### config.mk
export PLATFORM = sky130hd
export DESIGN_NAME = sclk_divider
export DESIGN_NICKNAME = d
export VERILOG_FILES = /design/src/rtl/sclk_pkg.sv /design/src/rtl/sclk_ratio_decode.sv /design/src/rtl/sclk_phase_counter.sv /design/src/rtl/sclk_edge_gen.sv /design/src/rtl/sclk_divider.sv
export SDC_FILE = /design/constraint.sdc
export NUM_CORES = 1
export LEC_CHECK = 0
export CAP_MARGIN = 20
export CORE_MARGIN = 3
export CORE_UTILIZATION = 45
export CTS_BUF_LIST = sky130_fd_sc_hd__clkbuf_2 sky130_fd_sc_hd__clkbuf_4 sky130_fd_sc_hd__clkbuf_8
export DETAILED_ROUTE_END_ITERATION = 10
export PLACE_DENSITY = 0.79
export SETUP_SLACK_MARGIN = 0.02
export SLEW_MARGIN = 15
export SYNTH_ARGS = -nofsm -noshare
export SYNTH_HDL_FRONTEND = slang
export SYNTH_HIERARCHICAL = 1
export SYNTH_SLANG_ARGS = --single-unit
### constraint.sdc
create_clock -name clk -period 3 [get_ports clk]
set_clock_uncertainty 0.05 [all_clocks]
set_input_delay 0.3 -clock clk [delete_from_list [all_inputs] [get_ports clk]]
set_output_delay 0.3 -clock clk [all_outputs]
set_load 0.02 [all_outputs]
### src/rtl/sclk_pkg.sv
// Package: shared types for the serial clock generator.
// Assumes nothing beyond IEEE 1800-2017 packages.
package sclk_pkg;

    // Class of an sclk edge relative to the idle level.
    typedef enum logic {
        EDGE_LEAD  = 1'b0,
        EDGE_TRAIL = 1'b1
    } edge_kind_e;

    // Pick the edge class on which the shift engine samples, given the phase bit.
    function automatic edge_kind_e sample_kind(input logic phase);
        return phase ? EDGE_TRAIL : EDGE_LEAD;
    endfunction

endpackage

### src/rtl/sclk_ratio_decode.sv
// Module: sclk_ratio_decode
// Turns the software ratio into a half-period length in system clocks.
// Bit 0 is discarded. A zero result maps to the largest half-period,
// 2**(DIV_W-1). Purely combinational; assumes DIV_W >= 2.
module sclk_ratio_decode #(
    parameter int DIV_W = 16
) (
    input  logic [DIV_W-1:0] div_val,
    output logic [DIV_W-1:0] half_len
);
    localparam logic [DIV_W-1:0] MAX_HALF = DIV_W'(1) << (DIV_W - 1);

    logic [DIV_W-2:0] even_half;

    // Drop bit 0 and halve; substitute the maximum when the result is zero.
    always_comb begin
        even_half = div_val[DIV_W-1:1];
        if (even_half == '0) begin
            half_len = MAX_HALF;
        end else begin
            half_len = {1'b0, even_half};
        end
    end
endmodule

### src/rtl/sclk_phase_counter.sv
// Module: sclk_phase_counter
// Counts system clocks within one sclk half-period and flags the last one.
// Held at zero while run is low. Assumes half_len >= 1.
module sclk_phase_counter #(
    parameter int DIV_W = 16
) (
    input  logic             clk,
    input  logic             rst_n,
    input  logic             run,
    input  logic [DIV_W-1:0] half_len,
    output logic             hit
);
    logic [DIV_W-1:0] count_q;

    // Terminal count: this cycle's edge ends the current half-period.
    assign hit = run && (count_q == half_len - DIV_W'(1));

    // Advance the count, wrap at the terminal value, clear when idle.
    always_ff @(posedge clk) begin
        if (!rst_n || !run || hit) begin
            count_q <= '0;
        end else begin
            count_q <= count_q + DIV_W'(1);
        end
    end
endmodule

### src/rtl/sclk_edge_gen.sv
// Module: sclk_edge_gen
// Owns the sclk level and the registered edge strobes. On each hit it
// flips sclk and classes the edge from the level it leaves. Idle forces
// the cpol level. All outputs are registered.
module sclk_edge_gen
    import sclk_pkg::*;
(
    input  logic clk,
    input  logic rst_n,
    input  logic run,
    input  logic hit,
    input  logic cpol,
    input  logic cpha,
    output logic sclk,
    output logic lead_stb,
    output logic trail_stb,
    output logic sample_stb,
    output logic shift_stb
);
    edge_kind_e kind;
    edge_kind_e samp_kind;

    // Class of the edge about to happen, from the level it leaves.
    assign kind      = (sclk == cpol) ? EDGE_LEAD : EDGE_TRAIL;
    assign samp_kind = sample_kind(cpha);

    // Clock level register: rest at cpol when idle, flip on each hit.
    always_ff @(posedge clk) begin
        if (!rst_n || !run) begin
            sclk <= cpol;
        end else if (hit) begin
            sclk <= ~sclk;
        end
    end

    // Edge strobes, registered so they line up with the new sclk level.
    always_ff @(posedge clk) begin
        if (!rst_n || !run || !hit) begin
            lead_stb   <= 1'b0;
            trail_stb  <= 1'b0;
            sample_stb <= 1'b0;
            shift_stb  <= 1'b0;
        end else begin
            lead_stb   <= (kind == EDGE_LEAD);
            trail_stb  <= (kind == EDGE_TRAIL);
            sample_stb <= (kind == samp_kind);
            shift_stb  <= (kind != samp_kind);
        end
    end
endmodule

### src/rtl/sclk_divider.sv
// Module: sclk_divider (top)
// Even-ratio serial clock generator. The ratio is decoded into a half-period
// length, a counter marks half-period ends, and the edge generator drives
// sclk and the strobes. Assumes div_val is steady while run is high.
module sclk_divider #(
    parameter int DIV_W = 16
) (
    input  logic             clk,
    input  logic             rst_n,
    input  logic             run,
    input  logic [DIV_W-1:0] div_val,
    input  logic             cpol,
    input  logic             cpha,
    output logic             sclk,
    output logic             sclk_tgl,
    output logic             lead_stb,
    output logic             trail_stb,
    output logic             sample_stb,
    output logic             shift_stb
);
    logic [DIV_W-1:0] half_len;
    logic             hit;

    sclk_ratio_decode #(.DIV_W(DIV_W)) dec_i (
        .div_val (div_val),
        .half_len(half_len)
    );

    sclk_phase_counter #(.DIV_W(DIV_W)) cnt_i (
        .clk     (clk),
        .rst_n   (rst_n),
        .run     (run),
        .half_len(half_len),
        .hit     (hit)
    );

    sclk_edge_gen edge_i (
        .clk       (clk),
        .rst_n     (rst_n),
        .run       (run),
        .hit       (hit),
        .cpol      (cpol),
        .cpha      (cpha),
        .sclk      (sclk),
        .lead_stb  (lead_stb),
        .trail_stb (trail_stb),
        .sample_stb(sample_stb),
        .shift_stb (shift_stb)
    );

    // Combined toggle strobe: any classified edge.
    assign sclk_tgl = lead_stb | trail_stb;
endmodule

==> results by group <==
Outcome
  • Outcome: completed

CTS
  • Post-CTS Hold Buffers: 0
  • Worst-skew pair later-pin latency: 0.30 ns
  • Clk slew on worst S/H paths: 0.11 ns
  • # H-tree levels: 1
  • Num CTS Buffers: 3
  • Sink Count: 21
  • CTS tree: done
  • Max Buffers Root-to-Sink: 2
  • Post-CTS setup buffers: 0
  • CTS resizes: 0
  • Clock Tree Root: clkbuf_4

Route
  • Avg Vias per Cell: 5.38
  • WL/cell: 13.1 um
  • Routed Wire Length: 3390 um
  • M1 WL: 1510 um
  • Met2 WL: 1710 um
  • DR pass1 iterations: 4
  • Highest Signal Layer: met4
  • Routed via count: 1,393
  • # DRC: 0
  • DRT antenna net count: 0
  • Initial DRC count: 71
  • DR WL met3: 146 um

Power and ir drop
  • Leak pwr: 0.723 nW
  • Comb power frac: 21.9%
  • Sequential power share: 52.4%
  • Pwr Density: 286 nW/um2
  • Power Total: 548 uW
  • Int Power: 410 uW
  • Maximum VDD drop: 0.228 mV
  • Sw Share: 25.3%
  • Clk pwr share: 25.7%
  • Net Switching: 138 uW

Synth
  • EDFF count, synth: 1
  • Synth top area share: 26.2%
  • Synthesized area per cell: 8.10 um2
  • Yosys warns: 6
  • Cell variety after synth: 42
  • Post-Synthesis Cell Area: 1530 um2
  • Synthesized flop and latch total: 21
  • Post-synth top area cell: dfxtp_1
  • Net Count, Synth: 212
  • Post-synth top flop: dfxtp_1
  • Synth Instances: 189
  • Top cells by area, synth: dfxtp_1 26%, xor2_1 9.7%, xnor2_1 9.2%
  • Ys async rst share: 0%
  • Sequential share of the synthesized area: 28.1%

Timing
  • Final setup vio count: 0
  • RSZ-0062 raised after global routing: false
  • Max Clk Rate: 375 MHz
  • Fin crit share: 88.8%
  • Final Slew Violations: 0
  • Setup TNS: 0 ns
  • Slew headroom: 67.4%
  • Final hold viol count: 0
  • Hold slack: 0.438 ns
  • Pin slew with the least headroom to its limit: 0.487 ns
  • Final critical-path required period: 2.66 ns

Die
  • Initial Util: 48.5%
  • Die ar.: 4140 um2
  • Row count: 20
  • Top-level port count: 27
  • Die X: 64.3 um
  • Die Y: 64.3 um
  • Core Box Area: 3150 um2

Placed design
  • Area post-placement: 1890 um2
  • Gpl congestion: 0.833
  • IO buf count: 25
  • Dpl cells: 255
  • Hpwl dp: 2740 um

Cells and area
  • Final nets: 239
  • Antenna Diode Count: 0
  • Fill cells: 296
  • Fraction of layout cells with a size suffix above 1: 10.2%
  • Area grow syn2layout: 25.2%
  • Design Area, Final: 1920 um2
  • Non-filler instance count after layout: 259

Setup path
  • CP delay by family, top: simple AND/OR/NAND/NOR gates
  • CP Cell Sequence: clkdlybuf4s50_1 > or4_1 > nor4_4 > xnor2_1 > a221o_1 > nor4_1 > buf_4 > nand3_1 > nor2b_1
  • Worst path bufs/invs: 2
  • Worst EP required: 3.20 ns
  • CP Data Arrival Time: 2.86 ns
  • Crit path from: div_val[1]
  • Setup Crit Path Kind: in -> reg
  • CP peak stage delay: 0.61 ns
  • Slowest-stage cell, CP: or4_1
  • CP Capture Type: register
  • Crit-path max FO: 4
  • CP startpoint kind: input pin
  • Reg-to-reg startpoint: cnt_i/count_q[11]

GRT
  • GRT Util Overall: 18.0%
  • Pin count of the biggest net entering global routing: 17
  • First-pass GRT wire length: 5890 um
  • GR Overflow Total: 0
  • Number of global-route vias before repair: 1,336
  • Initial antenna violation count: 0

Flow run
  • Max-cap viol count: 0

Hold path
  • Hold crit path type: reg -> reg
  • Hold wc startpoint: cnt_i/count_q[0]
-- layout make-up --
| type | instances | area, um2 | share of cell area (%) |
|---|---|---|---|
| Multi-Input combinational cell | 144 | 1000 | 52.3 |
| Sequential cell | 21 | 430 | 22.5 |
| Timing Repair Buffer | 40 | 375 | 19.6 |
| Tap cell | 44 | 55.1 | 2.87 |
| Clock buffer | 4 | 30.0 | 1.57 |
| Inverter | 6 | 22.5 | 1.18 |
-- per-layer routing --
layer,track usage [%],vias up
met5,0,-
met4,6.07,0
met3,3.69,2
met2,30.9,26
met1,22.1,645
li1,-,720
-- sequential cells by signal (all words and copies together) (netlist names) --
signal / cells
cnt_i/count_q: 16
edge_i/lead_stb: 1
edge_i/sample_stb: 1
edge_i/sclk: 1
edge_i/shift_stb: 1
edge_i/trail_stb: 1
-- per-stage QoR --
| step | util (%) | worst slack [ns] |
|---|---|---|
| global placement | 59.8 | 0.0379 |
| finish | 60.8 | 0.336 |
| detailed placement | 59.8 | -0.00795 |
| global route | 60.8 | 0.0643 |
| floorplan | - | 0.391 |
| CTS | 60.8 | 0.321 |
-- cells in the final DEF (no fill, tap or decap), types with 2 or more instances in the layout --
master,netlist,final
nor2_1,29,29
clkdlybuf4s50_1,0,25
dfxtp_1,20,20
xor2_1,17,17
xnor2_1,16,16
buf_4,0,14
nand3_1,8,8
inv_1,6,6
nor3_1,6,6
nand4_1,5,5
nor2b_1,5,5
nand2_1,5,5
nor4_1,5,5
clkbuf_4,0,4
a31oi_1,4,4
and4_1,4,4
o21ai_0,3,3
or4_1,3,3
a21oi_1,3,3
and3_1,3,3
a211o_1,2,2
and3b_1,2,2
o211ai_1,2,2
nand3b_1,2,2
o22ai_1,2,2
ha_1,2,2
-- power by group through the flow --
stage	sequential, mW	clock (mW)	combinational (mW)
2_1_floorplan	0.294	0	0.0658
3_3_place_gp	0.293	0	0.117
3_5_place_dp	0.294	0	0.120
4_1_cts	0.287	0.146	0.121
5_1_grt	0.288	0.161	0.131
6_report	0.287	0.141	0.120
-- synthesized netlist by cell type (2+ instances only) --
cell type,n
nor3_1,6
nand2_1,5
ha_1,2
o22ai_1,2
nand3b_1,2
xor2_1,17
xnor2_1,16
o211ai_1,2
or4_1,3
inv_1,6
nor2_1,29
and3b_1,2
o21ai_0,3
nor2b_1,5
nor4_1,5
a31oi_1,4
and3_1,3
nand4_1,5
dfxtp_1,20
nand3_1,8
and4_1,4
a211o_1,2
a21oi_1,3
clkbuf_1,17
-- worst paths after layout --
| check | cells past startpoint | slack, ns | to |
|---|---|---|---|
| max | 9 | 0.34 | edge_i/trail_stb |
| min | 1 | 0.44 | cnt_i/count_q[0] |
| min reg2reg | 1 | 0.44 | cnt_i/count_q[0] |
| max reg2reg | 8 | 0.42 | edge_i/trail_stb |
-- cell families (layout without fill, tap and decap cells) --
kind of cell,count (synthesis),after routing,synth area share [%]
buffers and inverters,24,50,6.38
and+or+nand+nor,85,85,31.5
DFF,21,21,28.1
adders and majority gates,2,2,1.64
AOI/OAI and AO/OA,23,23,11.9
xor gates and xnor gates,34,34,20.4
No activity file was read; power rests on OpenSTA's default activity.
